$ cat src/rtl/tick_chain_timer.sv
module tick_chain_timer #(
  parameter int W   = 8,
  parameter int AW  = 3,
  parameter int TAP = 3
) (
  input  logic          clk,
  input  logic          rst_n,
  input  logic          halt,
  input  logic          xtal,
  input  logic          tone_clk,
  input  logic          in6,
  input  logic          in7,
  input  logic          in8,
  input  logic [AW-1:0] addr,
  input  logic [W-1:0]  wdata,
  input  logic          wr_en,
  output logic [W-1:0]  rdata,
  output logic          fr1,
  output logic          fr2,
  output logic          fr3
);
  localparam int NI = 5;
  localparam logic [AW-1:0] A_CTL = AW'(0), A_T1 = AW'(1), A_T2 = AW'(2),
                            A_T3 = AW'(3), A_K2 = AW'(4), A_K3 = AW'(5), A_FLG = AW'(6);
  localparam logic [TAP:0] TAP_PRE = {1'b0, {TAP{1'b1}}};

  logic [NI-1:0] s1, s2, s3, edg;
  logic [7:0]    ctl_q;
  logic [W-1:0]  t1_q, t2_q, t3_q, kt2_q, kt3_q, nxt2, nxt3;
  logic          mfr1_q;

  always_ff @(posedge clk or negedge rst_n)
    if (!rst_n) begin
      s1 <= '0; s2 <= '0; s3 <= '0;
    end else begin
      s1 <= {in8, in7, in6, tone_clk, xtal};
      s2 <= s1;
      s3 <= s2;
    end
  assign edg = s2 & ~s3;

  logic tick, tone_e, e6, e7, e8;
  assign {e8, e7, e6, tone_e, tick} = edg;

  logic frt1, s2k, chained, tone, en2, en3, clr2, clr3;
  assign frt1    = tick && !halt && (t1_q == '1);
  assign s2k     = tick && !halt && (t1_q[TAP:0] == TAP_PRE);
  assign chained = ctl_q[7:6] == 2'b10;
  assign tone    = ctl_q[5:4] == 2'b10;
  assign en2     = ctl_q[0];
  assign en3     = chained ? ctl_q[0] : ctl_q[1];
  assign clr2    = ctl_q[2];
  assign clr3    = chained ? ctl_q[2] : ctl_q[3];

  logic ext2, src2, src3;
  always_comb begin
    if (!chained)        ext2 = e6;
    else if (ctl_q[3])   ext2 = e8;
    else if (ctl_q[1])   ext2 = e6;
    else                 ext2 = e7;
    case (ctl_q[5:4])
      2'b00:   src2 = frt1;
      2'b01:   src2 = s2k;
      2'b10:   src2 = tone_e;
      default: src2 = ext2;
    endcase
  end

  logic step2, hit2, step3, hit3;
  assign nxt2  = t2_q + W'(1);
  assign nxt3  = t3_q + W'(1);
  assign step2 = en2 && src2 && !clr2;
  assign hit2  = step2 && !tone && (nxt2 == kt2_q);

  always_comb
    case (ctl_q[7:6])
      2'b00:   src3 = frt1;
      2'b01:   src3 = s2k;
      2'b10:   src3 = hit2;
      default: src3 = e6;
    endcase
  assign step3 = en3 && src3 && !clr3;
  assign hit3  = step3 && (nxt3 == kt3_q);

  logic wflg;
  assign wflg = wr_en && (addr == A_FLG);

  always_ff @(posedge clk or negedge rst_n)
    if (!rst_n) begin
      ctl_q <= '0; kt2_q <= '0; kt3_q <= '0; mfr1_q <= 1'b0;
    end else if (wr_en) begin
      if (addr == A_CTL) ctl_q  <= wdata[7:0];
      if (addr == A_K2)  kt2_q  <= wdata;
      if (addr == A_K3)  kt3_q  <= wdata;
      if (wflg)          mfr1_q <= wdata[W-1];
    end

  always_ff @(posedge clk or negedge rst_n)
    if (!rst_n) begin
      t1_q <= '0; t2_q <= '0; t3_q <= '0;
    end else begin
      if (halt)      t1_q <= '0;
      else if (tick) t1_q <= t1_q + W'(1);
      if (clr2)       t2_q <= '0;
      else if (hit2)  t2_q <= '0;
      else if (step2) t2_q <= nxt2;
      if (clr3)       t3_q <= '0;
      else if (hit3)  t3_q <= '0;
      else if (step3) t3_q <= nxt3;
    end

  always_ff @(posedge clk or negedge rst_n)
    if (!rst_n) begin
      fr1 <= 1'b0; fr2 <= 1'b0; fr3 <= 1'b0;
    end else begin
      if (frt1 && !mfr1_q)        fr1 <= 1'b1;
      else if (wflg && !wdata[0]) fr1 <= 1'b0;
      if (clr2)                   fr2 <= 1'b0;
      else if (hit2 && !chained)  fr2 <= 1'b1;
      else if (wflg && !wdata[1]) fr2 <= 1'b0;
      if (clr3)                   fr3 <= 1'b0;
      else if (hit3)              fr3 <= 1'b1;
      else if (wflg && !wdata[2]) fr3 <= 1'b0;
    end

  always_comb
    case (addr)
      A_CTL:   rdata = W'(ctl_q);
      A_T1:    rdata = t1_q;
      A_T2:    rdata = t2_q;
      A_T3:    rdata = t3_q;
      A_K2:    rdata = kt2_q;
      A_K3:    rdata = kt3_q;
      A_FLG:   rdata = {mfr1_q, (W-4)'(0), fr3, fr2, fr1};
      default: rdata = '0;
    endcase
endmodule

$ cat config.mk
export PLATFORM = sky130hd
export DESIGN_NAME = tick_chain_timer
export DESIGN_NICKNAME = d
export VERILOG_FILES = /design/src/rtl/tick_chain_timer.sv
export SDC_FILE = /design/constraint.sdc
export NUM_CORES = 1
export LEC_CHECK = 0
export BUFFER_PORTS_ARGS = -buffer_cell sky130_fd_sc_hd__buf_2
export CAP_MARGIN = 20
export CORE_ASPECT_RATIO = 0.75
export CORE_MARGIN = 5
export CORE_UTILIZATION = 55
export DETAILED_ROUTE_END_ITERATION = 10
export GPL_ROUTABILITY_DRIVEN = 0
export HOLD_SLACK_MARGIN = 0.08
export PLACE_DENSITY = 0.73
export SLEW_MARGIN = 20
export SYNTH_ARGS = -nofsm -noshare
export SYNTH_HDL_FRONTEND = slang
export SYNTH_SLANG_ARGS = --single-unit
$ cat constraint.sdc
create_clock -name clk -period 4.2 [get_ports clk]
set_input_delay 0.84 -clock clk [delete_from_list [all_inputs] [get_ports clk]]
set_output_delay 0.84 -clock clk [all_outputs]
set_load 0.01 [all_outputs]
==> flow_metrics.tcl, run 1 <==
set metrics [dict create \
    fp.dieW_um 106 \
    slew_violations 0 \
    yosysWarnings 0 \
    critical_path_buf_inv_count 2 \
    synth_top_flop_cell "dfrtp_1" \
    async_reset_ff_frac 1.00 \
    portBuffers 30 \
    syn-instance-count 359 \
    netlist.area_leader.share 0.443 \
    placed_cells 460 \
    synth_area_leaders "dfrtp_1 44%, mux2_2 8.3%, xor2_1 3.9%, nor2_1 3.5%, xnor2_1 3.2%" \
    cts_tree "yes" \
    setup_viol 0 \
    cts_inserted_buffers 9 \
    routed_wl_um 9160 \
    final_util 0.616 \
    mostFrequentLayoutCells "67 x dfrtp_1, 35 x nor2_1, 30 x buf_2" \
    seq_area_frac_synth 0.443 \
    hold_viol_final 0 \
    worstPathArrival_ns 2.50 \
    cts-resized-gates 0 \
    cts_hold_buf 0 \
    placed_cell_area_um2 3990 \
    tns_ns 0 \
    drc_errors 0 \
    highest_layer "met4" \
    layout_commonest_cell "dfrtp_1" \
    wl_met1_um 4200 \
    antenna_found_initial 0 \
    worstPathMaxFanout 23 \
    p_total_mw 1.69 \
    hpwlAfterDp_um 6720 \
    cts_setup_buffers 0 \
    status "completed" \
    ant_nets 0 \
    grt_usage 0.228 \
    grt_start_max_net_pins 29 \
    cpMaxStageDelayCell "buf_2" \
    cp.required_ns 3.36 \
    worst_path_largest_cell_delay_ns 0.43 \
    crit_type "primary input to output port" \
    syn_area_um2 3780 \
    post-route-min-period_ns 3.34 \
    clockRootBuffer "clkbuf_8" \
    final_layout_size_suffix_gt1_frac 0.245 \
    synth.largest_area_cell "dfrtp_1" \
    drv_cap 0 \
    vias 2975 \
    wl_met2_um 4020 \
    worstPathCellList "buf_2 > mux2_2 > a221oi_1 > a21oi_1 > a311o_1 > buf_2" \
    initial_core_util 0.559 \
    pin_count 31 \
    relSlewSlack 0.412 \
    insertion_delay_ns 0.35 \
    vias_per_cell 6.25 \
    synth_nets 382 \
    peakVddDrop_mv 0.208 \
    area_growth_syn_to_layout_pct 10.2 \
    start_kind "primary input" \
    clockBufferDepth 2 \
    overflow 0 \
    cp_top_family "compound AO/OA/AOI/OAI gates" \
    fmax_mhz 300 \
    cpMostUsedCell "buf_2" \
    hold_path_class "flip-flop to flip-flop" \
    power.density_nw_per_um2 405 \
    clock-sinks 67 \
    synth_cell_type_count 60 \
    layout.cells.non_filler 476 \
    drtPass1Iterations 4 \
    drtIter0Drc 172 \
    cp-end-kind "output port" \
    design.final.nets 410 \
    htree_levels 3 \
    grt_pass1_wl_um 14900 \
    fp-row-count 26 \
    ys_ff_latch 67 \
    dp_slack_ns 0.874 \
    worst_slack_ns 0.864 \
    fin_area_um2 4170 \
    rsz0062_at_grt "false" \
    grt_pass1_vias 2854 \
    power.leakage_nw 1.83 \
    syn_avg_cell_area_um2 10.5 \
    fin_skew_ns 0.0105 \
    insertedDiodeCount 0 \
    worst_hold_slack_ns 0.348 \
    dieHeight_um 81.8 \
    clkTransAtPathRegs_ns 0.08 \
    synth_edf_count 0 \
    core_area_um2 6770 \
    fin_crit_sh 0.794 \
    die-area_um2 8650 \
    met3WireLength_um 759 \
    tightest_slew_ns 0.878 \
    wl_per_cell_um 19.2 \
]
cell usage after synthesis (4+ instances only):
cell,count
and4_1,4
nand3_1,18
o22ai_1,5
a21oi_1,9
buf_2,5
nor2_1,35
nor3_1,9
clkbuf_1,10
xnor2_1,14
mux2i_1,11
mux4_2,5
nand2_1,22
inv_1,6
and3_1,9
nand4_1,6
nor2b_1,6
dfrtp_1,67
a31oi_1,5
o21ai_0,9
a32o_1,6
mux2_2,28
xor2_1,17
flip-flops by register name (all words and copies together), names as in the netlist:
signal  flops
kt3_q       8
t3_q        8
fr3         1
s2          5
s3          5
t2_q        8
ctl_q       8
t1_q        8
s1          5
fr2         1
fr1         1
mfr1_q      1
kt2_q       8
routing by layer:
layer,up-vias,global-route usage
li1,1355,-
met1,1486,0.312
met2,116,0.342
met3,18,0.0833
met4,0,0.0737
met5,-,0
area by class of cell:
cell class / instances / area [um2]
Clock buffer: 9 / 124
Tap cell: 84 / 105
Inverter: 6 / 22.5
Multi-Input combinational cell: 269 / 2000
Clock inverter: 7 / 52.6
Sequential cell: 67 / 1680
Timing Repair Buffer: 34 / 180
Fill cell: 585 / 2600
logic make-up after synthesis:
| family | after synthesis | share of synthesized area |
|---|---|---|
| XOR/XNOR | 31 | 0.0718 |
| AO/OA/AOI/OAI | 52 | 0.102 |
| adder cells (fa/ha/maj) | 3 | 0.00993 |
| buffers and inverters | 23 | 0.0265 |
| AND/OR/NAND/NOR | 138 | 0.199 |
| flip-flops | 67 | 0.443 |
| multiplexers | 45 | 0.148 |
power breakdown:
part	leakage, nW	switching, mW	internal, mW
Clock	0.0779	0.268	0.215
Combinational	0.906	0.196	0.185
Sequential	0.850	0.109	0.715
Total	1.83	0.573	1.11
worst paths after layout:
| check | end | startpoint | depth (start not counted) | slack, ns |
|---|---|---|---|---|
| max | rdata[1] | addr[0] | 6 | 0.86 |
| min | s2[0] | s1[0] | 0 | 0.35 |
| max reg2reg | t3_q[6] | t2_q[0] | 8 | 1.36 |
| min in group asynchronous | s1[2] | rst_n | 1 | 0.51 |
| min reg2reg | s2[0] | s1[0] | 0 | 0.35 |
| max in group asynchronous | kt3_q[5] | rst_n | 2 | 2.95 |
worst register-to-register path, cell delays in order, from the launching register on:
cell	delay (ns)
dfrtp_1	0.53
ha_1	0.26
and3_1	0.36
xnor2_1	0.16
nand4b_1	0.12
or3_1	0.36
o31ai_4	0.39
and3_1	0.40
a32o_1	0.19
No activity file was read; power rests on OpenSTA's default activity.
==> run 2: changes to the inputs <==
==> constraint.sdc (replaced) <==
create_clock -name clk -period 3.4 [get_ports clk]
set_input_delay 0.68 -clock clk [delete_from_list [all_inputs] [get_ports clk]]
set_output_delay 0.68 -clock clk [all_outputs]
set_load 0.01 [all_outputs]
==> run 2 against run 1 <==
  * Critical endpoint unchanged
  * Design area rose by 1.2%
  * Global-route usage increased by 0.75 points
  * Non-clock buffer count unchanged
  * Clock power up 55%
  * Total power increased by 33%
==> flow_metrics.tcl, run 2 (synthesis results as in run 1) <==
set metrics [dict create \
    status "completed" \
    cts_tree "yes" \
    wl_per_cell_um 19.6 \
    vias 3004 \
    ant_nets 0 \
    routed_wl_um 9350 \
    worstPathMaxFanout 12 \
    worst_path_largest_cell_delay_ns 0.36 \
    top_usage_layer "met2" \
    clockBufferDepth 2 \
    layout_commonest_cell "dfrtp_1" \
    clock-sinks 67 \
    cts_setup_buffers 0 \
    drtIter0Drc 255 \
    post-route-min-period_ns 2.94 \
    cts_inserted_buffers 9 \
    slew_violations 0 \
    insertion_delay_ns 0.36 \
    grt_pass1_wl_um 15500 \
    power.leakage_nw 1.86 \
    area_growth_syn_to_layout_pct 11.4 \
    fin_skew_ns 0.00517 \
    p_total_mw 2.24 \
    use_met2 0.353 \
    tns_ns 0 \
    use_met1 0.333 \
    drtPass1Iterations 5 \
    setup_viol 0 \
    cp_top_family "compound AO/OA/AOI/OAI gates" \
    relSlewSlack 0.481 \
    rsz0062_at_grt "false" \
    hpwlAfterDp_um 6970 \
    cp.required_ns 2.72 \
    drv_cap 0 \
    nFillCells 559 \
    cpMaxStageDelayCell "a221oi_1" \
    grt_usage 0.236 \
    fp-row-count 26 \
    worstPathArrival_ns 2.26 \
    critical_path_buf_inv_count 3 \
    fp.dieW_um 106 \
    mostFrequentLayoutCells "67 x dfrtp_1, 35 x nor2_1, 30 x buf_2" \
    power.density_nw_per_um2 532 \
    cts_hold_buf 0 \
    portBuffers 30 \
    die-area_um2 8650 \
    htree_levels 3 \
    cpMostUsedCell "buf_2" \
    clockRootBuffer "clkbuf_8" \
    worstPathCellList "buf_2 > buf_4 > nor2_1 > a221oi_1 > a21oi_1 > a311o_1 > buf_2" \
    pin_count 31 \
    start_kind "primary input" \
    initial_core_util 0.559 \
    grt_start_max_net_pins 51 \
    fmax_mhz 340 \
    insertedDiodeCount 0 \
    worst_hold_slack_ns 0.238 \
    hold_viol_final 0 \
    grt_use_met3 0.0652 \
    cp-end-kind "output port" \
    clkTransAtPathRegs_ns 0.08 \
    grt_pass1_vias 2942 \
    peakVddDrop_mv 0.336 \
    crit_type "primary input to output port" \
    vias_per_cell 6.31 \
    cts-resized-gates 0 \
    fin_crit_sh 0.865 \
    multi_input_area_um2 2000 \
    antenna_found_initial 0 \
    seq_area_um2 1680 \
    dieHeight_um 81.8 \
    design.final.nets 410 \
    tightest_slew_ns 0.776 \
    overflow 0 \
    drc_errors 0 \
    hold_path_class "primary input to async pin" \
    final_layout_size_suffix_gt1_frac 0.245 \
    core_area_um2 6770 \
]
run 2: cell count changes in the layout (fill, tap and decap cells not counted), sizes merged:
cell / change
bufinv: +2
clkinvlp: -2
run 2: final cells by class:
cell class | instances | area share
clock buffer | 9 | 0.0294
sequential | 67 | 0.398
multi-input combinational | 269 | 0.476
clock inverter | 7 | 0.0240
timing repair buffer | 34 | 0.0428
inverter | 6 | 0.00534
tap | 84 | 0.0249
run 2: power by group:
group          internal (mW)  total (mW)  switching, mW
sequential             0.883        1.02          0.134
combinational          0.229       0.477          0.248
clock                  0.417       0.749          0.332
run 2: through the flow:
stage	instances	util	instance area, um2	setup slack (ns)
floorplan	359	-	3780	0.775
global placement	460	0.589	3990	0.580
detailed placement	460	0.589	3990	0.503
CTS	476	0.623	4210	0.494
global route	476	0.623	4210	0.349
finish	476	0.623	4210	0.457
run 2: worst paths after layout:
path	from	endpoint	slack [ns]	cells past startpoint
max	addr[0]	rdata[1]	0.46	7
min	rst_n	t2_q[5]	0.24	1
max reg2reg	t2_q[0]	t3_q[0]	0.62	8
min reg2reg	s1[0]	s2[0]	0.35	0
max in group asynchronous	rst_n	t3_q[3]	2.19	2
min in group clk	s1[0]	s2[0]	0.35	0
run 2: metal layers:
layer | vias to the layer above | routed length [um] | part of all wire
li1 | 1356 | - | -
met1 | 1487 | 4370 | 0.47
met2 | 131 | 4050 | 0.43
met3 | 30 | 728 | 0.078
met4 | 0 | 213 | 0.023
met5 | - | 0 | 0
run 2: worst register-to-register path: cells and delay by family, from the launching register on:
kind | cells | cell delay, ns
simple gates | 4 | 1.23
compound gates | 2 | 0.55
xor+xnor | 1 | 0.16
fa+ha+maj | 1 | 0.25
flops | 1 | 0.53
==> run 3: changes to the inputs <==
--- a/config.mk
+++ b/config.mk
@@ -8,7 +8,7 @@
 export BUFFER_PORTS_ARGS = -buffer_cell sky130_fd_sc_hd__buf_2
 export CAP_MARGIN = 20
 export CORE_ASPECT_RATIO = 0.75
-export CORE_MARGIN = 5
+export CORE_MARGIN = 2
 export CORE_UTILIZATION = 55
 export DETAILED_ROUTE_END_ITERATION = 10
 export GPL_ROUTABILITY_DRIVEN = 0
==> constraint.sdc (replaced) <==
create_clock -name clk -period 3.4 [get_ports clk]
set_input_delay 0.68 -clock clk [delete_from_list [all_inputs] [get_ports clk]]
set_output_delay 0.68 -clock clk [all_outputs]
set_load 0.05 [all_outputs]
==> run 3 against run 2 <==
  * Clock skew rose by 0.0044 ns
  * Utilization rose by 0.65 points
  * Sequential share of layout area fell by 0.22 points
  * Global-route usage rose by 3.0 points
  * Highest routed layer unchanged
==> flow_metrics.tcl, run 3 (synthesis results as in run 1) <==
set metrics [dict create \
    hpwlAfterDp_um 6970 \
    drtPass1Iterations 5 \
    worst_path_largest_cell_delay_ns 0.33 \
    vias_per_cell 6.26 \
    cts-resized-gates 0 \
    worstPathArrival_ns 2.22 \
    wl_per_cell_um 19.4 \
    fp.dieW_um 99.7 \
    cp_top_family "compound AO/OA/AOI/OAI gates" \
    relSlewSlack 0.397 \
    antenna_found_initial 0 \
    design.final.nets 413 \
    worstPathCellList "buf_2 > buf_4 > nor2_1 > a221oi_1 > a21oi_1 > a311o_1 > buf_2" \
    cp-end-kind "output port" \
    clkTransAtPathRegs_ns 0.08 \
    routed_wl_um 9300 \
    start_kind "primary input" \
    fin_skew_ns 0.00952 \
    r2r_start "t3_q[0]" \
    ant_nets 0 \
    final_util 0.629 \
    slew_violations 0 \
    peakVddDrop_mv 0.308 \
    drv_cap 0 \
    tightest_slew_ns 0.902 \
    portBuffers 30 \
    power.leakage_nw 1.88 \
    grt_pass1_wl_um 15000 \
    clockBufferDepth 2 \
    drtIter0Drc 330 \
    clockRootBuffer "clkbuf_8" \
    fp-row-count 26 \
    grt_pass1_vias 2770 \
    insertedDiodeCount 0 \
    mostFrequentLayoutCells "67 x dfrtp_1, 35 x nor2_1, 30 x buf_2" \
    hold_path_class "primary input to async pin" \
    drc_errors 0 \
    cp.required_ns 2.72 \
    rsz0062_at_grt "false" \
    initial_core_util 0.562 \
    fmax_mhz 345 \
    area_growth_syn_to_layout_pct 12.1 \
    worstPathMaxFanout 17 \
    cts_tree "yes" \
    setup_viol 0 \
    cts_setup_buffers 0 \
    crit_type "primary input to output port" \
    final_layout_size_suffix_gt1_frac 0.251 \
    post-route-min-period_ns 2.90 \
    dieHeight_um 75.8 \
    cts_inserted_buffers 9 \
    core_area_um2 6730 \
    vias 3000 \
    status "completed" \
    overflow 0 \
    pin_count 31 \
    clock-sinks 67 \
    cpMaxStageDelayCell "a311o_1" \
    power.density_nw_per_um2 539 \
    fin_crit_sh 0.852 \
    grt_start_max_net_pins 26 \
    fin_area_um2 4240 \
    cpMostUsedCell "buf_2" \
    cts_hold_buf 0 \
    hold_viol_final 0 \
    critical_path_buf_inv_count 3 \
    tns_ns 0 \
    startpoint "addr[0]" \
    grt_usage 0.266 \
    placed_cell_area_um2 4010 \
    layout_commonest_cell "dfrtp_1" \
    die-area_um2 7560 \
    htree_levels 3 \
    insertion_delay_ns 0.35 \
]
-- run 3: changes by cell type in the layout (fill, tap and decap cells not counted), sizes merged --
| cell | before | now |
|---|---|---|
| buf | 34 | 37 |
| clkbuf | 9 | 10 |
| inv | 7 | 6 |
-- run 3: per-layer routing --
layer,wire length (um),GRT usage,up-vias
met5,0,0,-
met4,111,0.0776,0
met3,782,0.0615,12
met2,4070,0.392,133
met1,4330,0.395,1489
li1,-,-,1366
-- run 3: area by class of cell --
type	count	area, um2
fill	572	2500
multi-input combinational	269	2000
sequential	67	1680
timing repair buffer	37	203
clock buffer	10	138
tap	84	105
clock inverter	6	88.8
inverter	6	22.5
-- run 3: path summary, 6_finish.rpt --
kind                             to  slack [ns]  depth (start not counted)
min in group clk              s2[4]        0.35                          0
min reg2reg                   s2[4]        0.35                          0
max reg2reg                 t3_q[7]        0.52                          7
min                        ctl_q[7]        0.28                          1
max                        rdata[1]        0.50                          7
max in group asynchronous  ctl_q[3]        2.42                          2
-- run 3: power by group --
group          internal [mW]  switching, mW  total [mW]
clock                  0.432          0.316       0.748
sequential             0.883          0.133        1.02
combinational          0.233          0.287       0.520
-- run 3: worst reg2reg max path, stage by stage, from the launching register on --
cell and delay, ns:
dfrtp_1 0.50, ha_1 0.30, nand3_1 0.25, nor3_1 0.29, a211oi_1 0.09, or4_1 0.72
and3_1 0.36, a32o_1 0.25
-- run 3: stage by stage --
stage          hold slack [ns]  power [mW]  cells  worst slack [ns]
3_5_place_dp             0.335        1.54    463             0.506
4_1_cts                  0.283        2.29    479             0.505
5_1_grt                  0.314        2.39    479             0.372
6_report                 0.278        2.28    479             0.504
3_3_place_gp             0.334        1.52    463             0.559
2_1_floorplan            0.331        1.37    359             0.212
